## src/rtl/async_tx_pkg.sv

```systemverilog
package async_tx_pkg;
  typedef struct packed {
    logic load;
    logic sendStart;
    logic sendData;
    logic sendParity;
    logic sendStop;
    logic abort;
  } txStrobe_t;
endpackage

```

## src/rtl/async_tx_ctrl.sv

```systemverilog
module async_tx_ctrl
  import async_tx_pkg::*;
#(
  parameter int NUM_SRC = 4,
  parameter int DATA_W  = 8,
  localparam int SEL_W  = (NUM_SRC > 1) ? $clog2(NUM_SRC) : 1
) (
  input  logic             clk,
  input  logic             rst_n,
  input  logic [NUM_SRC-1:0] baudTick,
  input  logic [SEL_W-1:0] clkSel,
  input  logic             txEnable,
  input  logic             trigger,
  input  logic             len8,
  input  logic             parEn,
  input  logic             doneClear,
  output txStrobe_t        strobe,
  output logic             busy,
  output logic             doneFlag
);
  localparam int CNT_W = $clog2(DATA_W);
  localparam logic [CNT_W-1:0] LAST_WIDE   = CNT_W'(DATA_W - 1);
  localparam logic [CNT_W-1:0] LAST_NARROW = CNT_W'(DATA_W - 2);

  typedef enum logic [2:0] {S_IDLE, S_WAIT, S_START, S_DATA, S_PAR, S_STOP} txState_t;

  txState_t state, stateNext;
  logic [CNT_W-1:0] bitCnt, bitCntNext;
  logic cfgLen8, cfgPar;
  logic tick, finish;
  logic [CNT_W-1:0] lastIdx;

  assign tick    = baudTick[clkSel];
  assign lastIdx = cfgLen8 ? LAST_WIDE : LAST_NARROW;
  assign busy    = (state != S_IDLE);

  always_comb begin
    stateNext  = state;
    bitCntNext = bitCnt;
    strobe     = '0;
    finish     = 1'b0;
    if (!txEnable) begin
      stateNext    = S_IDLE;
      bitCntNext   = '0;
      strobe.abort = 1'b1;
    end else begin
      unique case (state)
        S_IDLE: if (trigger) begin
          stateNext   = S_WAIT;
          strobe.load = 1'b1;
        end
        S_WAIT: if (tick) begin
          stateNext        = S_START;
          strobe.sendStart = 1'b1;
        end
        S_START: if (tick) begin
          stateNext       = S_DATA;
          bitCntNext      = '0;
          strobe.sendData = 1'b1;
        end
        S_DATA: if (tick) begin
          if (bitCnt == lastIdx) begin
            if (cfgPar) begin
              stateNext         = S_PAR;
              strobe.sendParity = 1'b1;
            end else begin
              stateNext       = S_STOP;
              strobe.sendStop = 1'b1;
            end
          end else begin
            bitCntNext      = bitCnt + 1'b1;
            strobe.sendData = 1'b1;
          end
        end
        S_PAR: if (tick) begin
          stateNext       = S_STOP;
          strobe.sendStop = 1'b1;
        end
        S_STOP: if (tick) begin
          stateNext = S_IDLE;
          finish    = 1'b1;
        end
        default: stateNext = S_IDLE;
      endcase
    end
  end

  always_ff @(posedge clk or negedge rst_n) begin
    if (!rst_n) begin
      state    <= S_IDLE;
      bitCnt   <= '0;
      cfgLen8  <= 1'b1;
      cfgPar   <= 1'b0;
      doneFlag <= 1'b0;
    end else begin
      state  <= stateNext;
      bitCnt <= bitCntNext;
      if (strobe.load) begin
        cfgLen8 <= len8;
        cfgPar  <= parEn;
      end
      if (!txEnable)      doneFlag <= 1'b0;
      else if (finish)    doneFlag <= 1'b1;
      else if (doneClear) doneFlag <= 1'b0;
    end
  end

  // a low enable resets the frame and the flag
  a_r9_enable_reset: assert property (@(posedge clk) disable iff (!rst_n)
    !txEnable |=> (!busy && !doneFlag));

  // the flag only rises at the end of a frame
  a_r6_done_after_frame: assert property (@(posedge clk) disable iff (!rst_n)
    $rose(doneFlag) |-> $past(busy));

  // a normal end of frame always leaves the flag set, even against a clear
  a_r8_set_wins: assert property (@(posedge clk) disable iff (!rst_n)
    ($fell(busy) && $past(txEnable)) |-> doneFlag);

  // a trigger during a frame never restarts it at the load step
  a_r10_no_reload: assert property (@(posedge clk) disable iff (!rst_n)
    busy |-> !strobe.load);
endmodule

```

## src/rtl/async_tx_dp.sv

```systemverilog
module async_tx_dp
  import async_tx_pkg::*;
#(
  parameter int DATA_W = 8
) (
  input  logic              clk,
  input  logic              rst_n,
  input  txStrobe_t         strobe,
  input  logic [DATA_W-1:0] dataIn,
  input  logic              len8,
  input  logic              parOdd,
  output logic              txOut
);
  logic [DATA_W-1:0] shiftReg, masked;
  logic parBit;

  assign masked = len8 ? dataIn : {1'b0, dataIn[DATA_W-2:0]};

  always_ff @(posedge clk or negedge rst_n) begin
    if (!rst_n) begin
      shiftReg <= '0;
      parBit   <= 1'b0;
      txOut    <= 1'b1;
    end else begin
      if (strobe.load) begin
        shiftReg <= masked;
        parBit   <= (^masked) ^ parOdd;
      end
      if (strobe.abort || strobe.sendStop) txOut <= 1'b1;
      else if (strobe.sendStart)           txOut <= 1'b0;
      else if (strobe.sendParity)          txOut <= parBit;
      else if (strobe.sendData) begin
        txOut    <= shiftReg[0];
        shiftReg <= shiftReg >> 1;
      end
    end
  end

  // the start strobe yields a low line
  a_r2_start_low: assert property (@(posedge clk) disable iff (!rst_n)
    strobe.sendStart |=> !txOut);

  // the stop strobe yields a high line
  a_r6_stop_high: assert property (@(posedge clk) disable iff (!rst_n)
    strobe.sendStop |=> txOut);
endmodule

```

## src/rtl/async_tx.sv

```systemverilog
module async_tx
  import async_tx_pkg::*;
#(
  parameter int NUM_SRC = 4,
  parameter int DATA_W  = 8,
  localparam int SEL_W  = (NUM_SRC > 1) ? $clog2(NUM_SRC) : 1
) (
  input  logic               clk,
  input  logic               rst_n,
  input  logic [NUM_SRC-1:0] baudTick,
  input  logic [SEL_W-1:0]   clkSel,
  input  logic               txEnable,
  input  logic               trigger,
  input  logic [DATA_W-1:0]  dataIn,
  input  logic               len8,
  input  logic               parEn,
  input  logic               parOdd,
  input  logic               irqEnable,
  input  logic               doneClear,
  output logic               txOut,
  output logic               busy,
  output logic               doneFlag,
  output logic               irq
);
  txStrobe_t strobe;

  async_tx_ctrl #(.NUM_SRC(NUM_SRC), .DATA_W(DATA_W)) uCtrl (
    .clk(clk), .rst_n(rst_n), .baudTick(baudTick), .clkSel(clkSel),
    .txEnable(txEnable), .trigger(trigger), .len8(len8), .parEn(parEn),
    .doneClear(doneClear), .strobe(strobe), .busy(busy), .doneFlag(doneFlag)
  );

  async_tx_dp #(.DATA_W(DATA_W)) uDp (
    .clk(clk), .rst_n(rst_n), .strobe(strobe), .dataIn(dataIn),
    .len8(len8), .parOdd(parOdd), .txOut(txOut)
  );

  assign irq = doneFlag && irqEnable;

  // the line rests high whenever no frame is pending
  a_r1_idle_high: assert property (@(posedge clk) disable iff (!rst_n)
    !busy |-> txOut);
endmodule

```

## config.mk

```make
export PLATFORM = sky130hd
export DESIGN_NAME = async_tx
export DESIGN_NICKNAME = d
export VERILOG_FILES = /design/src/rtl/async_tx_pkg.sv /design/src/rtl/async_tx_ctrl.sv /design/src/rtl/async_tx_dp.sv /design/src/rtl/async_tx.sv
export SDC_FILE = /design/constraint.sdc
export NUM_CORES = 1
export LEC_CHECK = 0
export ABC_AREA = 1
export BUFFER_PORTS_ARGS = -buffer_cell sky130_fd_sc_hd__buf_2
export CORE_UTILIZATION = 43
export CTS_BUF_LIST = sky130_fd_sc_hd__clkbuf_2
export CTS_CLUSTER_SIZE = 10
export DETAILED_ROUTE_END_ITERATION = 8
export HOLD_SLACK_MARGIN = 0.15
export PLACE_DENSITY = 0.68
export SYNTH_ARGS = -nofsm -noshare
export SYNTH_HDL_FRONTEND = slang
export SYNTH_SLANG_ARGS = --single-unit
```

## constraint.sdc

```tcl
create_clock -name clk -period 1.5 [get_ports clk]
set_input_delay 0.075 -clock clk [delete_from_list [all_inputs] [get_ports clk]]
set_output_delay 0.075 -clock clk [all_outputs]
set_load 0.01 [all_outputs]
```

==> results of run 1 <==
## flip-flops by register name (all words and copies together) (netlist names)
signal,cells
uDp.shiftReg,8
uCtrl.bitCnt,3
uCtrl.state,3
uCtrl.cfgLen8,1
uCtrl.cfgPar,1
uCtrl.doneFlag,1
uDp.parBit,1
uDp.txOut,1
## synthesized netlist by cell type
master	instances
nand2_1	62
nor2_1	21
nand3_1	18
dfrtp_1	17
inv_1	16
a31oi_1	7
a21oi_1	5
o21ai_0	5
xnor2_1	5
inv_2	4
nand2_2	4
buf_6	2
dfstp_2	2
nand3_2	2
nand4_1	2
nor2_2	2
o22ai_1	2
a21oi_2	1
buf_4	1
clkinv_2	1
ha_1	1
nand3_4	1
nand3b_1	1
nand4_2	1
nor2_4	1
nor3_1	1
o21ai_2	1
o31ai_2	1
or2_2	1
xor2_1	1
## layer usage
metal | part of all wire (%) | vias up | track usage (%)
met5 | 0 | - | 0
met4 | 1.2 | 0 | 6.27
met3 | 2.3 | 5 | 2.04
met2 | 54 | 30 | 38.9
met1 | 43 | 601 | 23.7
li1 | - | 701 | -
## cell families after synthesis
kind of cell / after synthesis / share of synthesized area, %
AND/OR/NAND/NOR: 117 / 40.2
buffers and inverters: 24 / 8.33
AO/OA/AOI/OAI: 22 / 10.3
flip-flops: 19 / 36.2
XOR/XNOR: 6 / 3.98
adder cells (fa/ha/maj): 1 / 0.947
## timing repair
item | in CTS | in global routing
endpoints found under the setup margin | 13 | 16
hold endpoints to repair | 30 | 0
pin swaps | 0 | 4
hold buffers | 14 | 0
gates resized for setup | 3 | 10
## per-stage QoR
| step | cells | utilization (%) | area, sq um | hold WS (ns) |
|---|---|---|---|---|
| after global placement | 246 | 52.4 | 1480 | 0.0346 |
| after global routing | 264 | 59.4 | 1680 | 0.234 |
| final | 264 | 59.4 | 1680 | 0.206 |
| after CTS | 264 | 58.3 | 1650 | 0.201 |
| after floorplan | 189 | - | 1320 | -0.221 |
| after detailed placement | 246 | 52.4 | 1480 | 0.0483 |
## final cells by class
class / instances / area (sq um)
inverters: 21 / 80.1
fillers: 263 / 1150
flip-flops and latches: 19 / 480
multi-input cells: 146 / 769
well taps: 31 / 38.8
clock buffers: 4 / 20.0
repair buffers: 43 / 293
## critical path, stage by stage, from the launching register on
cell	delay, ns
dfstp_2	0.58
inv_2	0.04
nand2_2	0.06
nand2_2	0.07
nor2_4	0.16
o22ai_2	0.11
nor2_2	0.18
nand2_2	0.08
nand2_1	0.06
nand2_1	0.05
## report_power, final
part	switching, uW	internal (uW)
combinational	561	382
clock	167	70.6
sequential	169	731
## path summary, 6_finish.rpt
path	slack [ns]	to	start	cells after the start
setup / recovery	0.02	uCtrl.state[1]	uCtrl.cfgLen8	9
hold / removal	0.21	uCtrl.bitCnt[2]	rst_n	2
setup reg to reg	0.02	uCtrl.state[1]	uCtrl.cfgLen8	9
hold reg to reg	0.51	uDp.txOut	uDp.txOut	2
max in group asynchronous	0.95	uDp.txOut	rst_n	2
min in group clk	0.22	uCtrl.cfgLen8	trigger	4
==> flow_metrics.tcl, run 1 <==
set metrics [dict create \
    rsz0062_at_grt "true" \
    h-tree-depth 1 \
    diodes 0 \
    end_kind "register" \
    synth.distinct_cells 30 \
    via_per_inst 5.06 \
    grt_pass1_vias 1247 \
    drc_errors 2 \
    wl_per_cell_um 12.1 \
    chipHeight_um 57.4 \
    setup_viol 0 \
    seq_area_frac_synth_pct 36.2 \
    layout.nets 258 \
    final_common_cell "nand2_1" \
    drv_cap 0 \
    coreArea_sq_mm 0.00283 \
    start_util_pct 46.7 \
    wl_um 3180 \
    p_leak_uw 0.000881 \
    first_pass_iters 6 \
    synthTopCellsByArea "dfrtp_1 (32%), nand2_1 (18%), nand3_1 (6.8%)" \
    postSynthCellCount 189 \
    power_uw 2080 \
    antenna_found_initial 0 \
    cts_buffer_depth 2 \
    synth_area_per_cell_sq_um 6.99 \
    clk_latency_ns 0.32 \
    cts_tree "built" \
    hpwl_um 2230 \
    clockRootBuffer "clkbuf_2" \
    yosys.area.top_type "dfrtp_1" \
    grt.overflow.total 0 \
    dp_slack_ns -0.0718 \
    first_iter_violations 47 \
    cts_sinks 19 \
    relSlewSlack_pct 70.0 \
    port_buffers 26 \
    ir_drop_mv 0.624 \
    maxSlewViolCount 0 \
    grt_first_pass_wirelength_um 5190 \
    critPathKind "register to register" \
    fin_crit_ns 1.48 \
    status "finished, violations left" \
    fin_crit_sh_pct 98.7 \
    critical_path_required_ns 1.73 \
    skew_ns 0.00571 \
    via_count 1337 \
    synth-seq-cells 19 \
    hold_path_class "input pin to asynchronous set/reset pin" \
    max_slew.worst_pin.slew_ns 0.449 \
    pin_count 27 \
    cts.clk_slew.worst_paths_ns 0.19 \
    grt_start_max_net_pins 20 \
    synthesis.nets 213 \
    setup_ws_ns 0.0188 \
    syn_area_sq_mm 0.00132 \
    fp.dieW_um 57.4 \
    drive_gt1_share_pct 27.9 \
    fp-row-count 19 \
    p_per_area_mw_per_mm2 1240 \
    critical_path_arrival_ns 1.71 \
    tns_ns 0 \
    final_cell_mix "nand2_1 (60), buf_2 (26), nand3_1 (18)" \
    grt_usage_pct 20.4 \
    startpoint_type "register" \
    synth_warnings 0 \
    place.gp.congestion 0.879 \
    ant_nets 0 \
    cts_made_buffers 3 \
    syn2layout_area_growth_pct 27.3 \
    crit_fanout 4 \
    die_area_sq_mm 0.00330 \
    max_freq_mhz 675 \
    synth_top_area_share_pct 32.2 \
    postCtsSetupBuffers 0 \
    hold_viol_final 0 \
    violations "DRC" \
]
Note: power is estimated with default switching activity, not from simulation.
==> run 2, diff against run 1 <==
--- a/config.mk
+++ b/config.mk
@@ -6,7 +6,7 @@
 export NUM_CORES = 1
 export LEC_CHECK = 0
 export ABC_AREA = 1
-export BUFFER_PORTS_ARGS = -buffer_cell sky130_fd_sc_hd__buf_2
+export BUFFER_PORTS_ARGS = -buffer_cell sky130_fd_sc_hd__clkbuf_2
 export CORE_UTILIZATION = 43
 export CTS_BUF_LIST = sky130_fd_sc_hd__clkbuf_2
 export CTS_CLUSTER_SIZE = 10
==> flow_metrics.tcl, run 2 (synthesis results as in run 1) <==
set metrics [dict create \
    cts.clk_slew.worst_paths_ns 0.20 \
    regToRegSetupSlack_ns 0.05 \
    start_util_pct 46.7 \
    cts_sinks 19 \
    dp_slack_ns -0.0748 \
    violations "DRC" \
    first_pass_iters 6 \
    grt_first_pass_wirelength_um 5380 \
    antenna_found_initial 0 \
    fin_crit_ns 1.45 \
    cts_made_buffers 3 \
    p_per_area_mw_per_mm2 1230 \
    clockRootBuffer "clkbuf_2" \
    grt_pass1_vias 1311 \
    setup_viol 0 \
    max_slew.worst_pin.slew_ns 0.503 \
    final_cell_mix "nand2_1 (60), clkbuf_2 (29), nand3_1 (18), nor2_1 (18)" \
    ir_drop_mv 0.626 \
    reg2regPathDepth 9 \
    fp.dieW_um 57.4 \
    pin_count 27 \
    r2r-end "uCtrl.state[1]" \
    netSwitchingFraction_pct 43.1 \
    relSlewSlack_pct 66.5 \
    drv_cap 0 \
    end_kind "register" \
    power_frac_seq_pct 43.6 \
    fp-row-count 19 \
    max_freq_mhz 690 \
    crit_chain "inv_2 -> nand2_2 -> nand2_2 -> nor2_4 -> o22ai_2 -> nor2_2 -> nand2_2 -> nand2_1 -> nand2_1" \
    p_leak_uw 0.000884 \
    setup_ws_ns 0.0506 \
    via_per_inst 5.21 \
    pwr-share-comb_pct 45.3 \
    worst_path_max_delay_cell "dfstp_2" \
    drive_gt1_share_pct 27.5 \
    clkPwrFrac_pct 11.1 \
    hpwl_um 2210 \
    multi_input_area_sq_um 767 \
    placed_cell_area_sq_mm 0.00148 \
    h-tree-depth 1 \
    maxSlewViolCount 0 \
    hold_path_class "input pin to register" \
    critical_path_required_ns 1.74 \
    regMostFlops "uDp.shiftReg" \
    cp_common_cell "nand2_2" \
    grt_usage_pct 20.8 \
    regArea_sq_um 480 \
    fill_cells 260 \
    grt_start_max_net_pins 20 \
    skew_ns 0.00792 \
    cts_buffer_depth 2 \
    clk_latency_ns 0.31 \
    crit_fanout 4 \
    design_area_sq_mm 0.00168 \
    crit_start "uCtrl.cfgLen8" \
    wl_per_cell_um 11.6 \
    first_iter_violations 32 \
    startpoint_type "register" \
    drc_errors 2 \
    grt.overflow.total 0 \
    final_common_cell "nand2_1" \
    cts_tree "built" \
    chipHeight_um 57.4 \
    critical_path_cell_count 9 \
    hold_viol_final 0 \
    crit_end "uCtrl.state[1]" \
    internal_power_uw 1170 \
    syn2layout_area_growth_pct 27.1 \
    layout.nets 258 \
    p_switching_uw 888 \
    port_buffers 26 \
    critical-path-top-delay-family "simple AND/OR/NAND/NOR gates" \
    wl_um 3050 \
    timing.rr.start "uCtrl.cfgLen8" \
    fin_crit_sh_pct 96.6 \
    top_regs "uDp.shiftReg (8), uCtrl.bitCnt (3), uCtrl.state (3)" \
    rsz0062_at_grt "true" \
    diodes 0 \
    max_stage_delay_ns 0.58 \
    coreArea_sq_mm 0.00283 \
    critical_path_arrival_ns 1.69 \
    largest_reg_flops 8 \
    ant_nets 0 \
    critPathKind "register to register" \
    critPathBufInv 1 \
    via_count 1375 \
    status "finished, violations left" \
    die_area_sq_mm 0.00330 \
    place.gp.congestion 0.886 \
]
## run 2: worst min-delay path by stage
| stage | startpoint | endpoint | slack [ns] | depth (start not counted) |
|---|---|---|---|---|
| after floorplan | rst_n | uCtrl.bitCnt[0] | -0.22 | 0 |
| after global placement | rst_n | uCtrl.doneFlag | 0.05 | 1 |
| after detailed placement | rst_n | uCtrl.state[1] | 0.07 | 1 |
| after CTS | trigger | uCtrl.cfgLen8 | 0.19 | 4 |
| after global routing | trigger | uCtrl.cfgLen8 | 0.25 | 4 |
| final | trigger | uCtrl.cfgLen8 | 0.21 | 4 |
## run 2: metrics by stage
| stage | TNS, ns | utilization, % | hold WS (ns) | power (uW) | instances |
|---|---|---|---|---|---|
| after floorplan | 0 | - | -0.221 | 1530 | 189 |
| after global placement | -0.0963 | 52.4 | 0.0502 | 1720 | 246 |
| after detailed placement | -0.326 | 52.4 | 0.0676 | 1750 | 246 |
| after CTS | -0.0165 | 58.5 | 0.195 | 2030 | 264 |
| after global routing | -0.195 | 59.4 | 0.247 | 2250 | 264 |
| final | 0 | 59.4 | 0.214 | 2060 | 264 |
## run 2: final cells by class
type | instances | area share (%)
clock buffers | 3 | 0.894
clock inverters | 1 | 0.298
inverters | 21 | 4.77
multi-input cells | 146 | 45.7
flip-flops and latches | 19 | 28.6
well taps | 31 | 2.31
repair buffers | 43 | 17.4
## run 2: power by group through the flow
stage	clock network (uW)	logic, uW	registers, uW
finish	229	933	898
CTS	240	903	882
detailed placement	0	863	889
global route	251	1070	930
global placement	0	831	886
floorplan	0	671	855
## run 2: worst reg2reg max path: stages, from the launching register on
cell	delay [ns]
dfstp_2	0.58
inv_2	0.04
nand2_2	0.06
nand2_2	0.06
nor2_4	0.16
o22ai_2	0.11
nor2_2	0.18
nand2_2	0.09
nand2_1	0.06
nand2_1	0.05
## run 2: routing by layer
| layer | part of all wire, % | up-vias | track usage [%] |
|---|---|---|---|
| met5 | 0 | - | 0 |
| met4 | 1.0 | 0 | 8.01 |
| met3 | 3.4 | 4 | 2.27 |
| met2 | 53 | 39 | 38.4 |
| met1 | 43 | 634 | 24.6 |
| li1 | - | 698 | - |
## run 2: what timing repair did
| action | 4_1_cts | 5_1_grt |
|---|---|---|
| resized for setup | 4 | 8 |
| pin swaps | 0 | 4 |
| setup buffers | 0 | 0 |
| setup endpoints to repair | 14 | 16 |
| endpoints found under the hold margin | 30 | 0 |
| hold buffers | 14 | 0 |
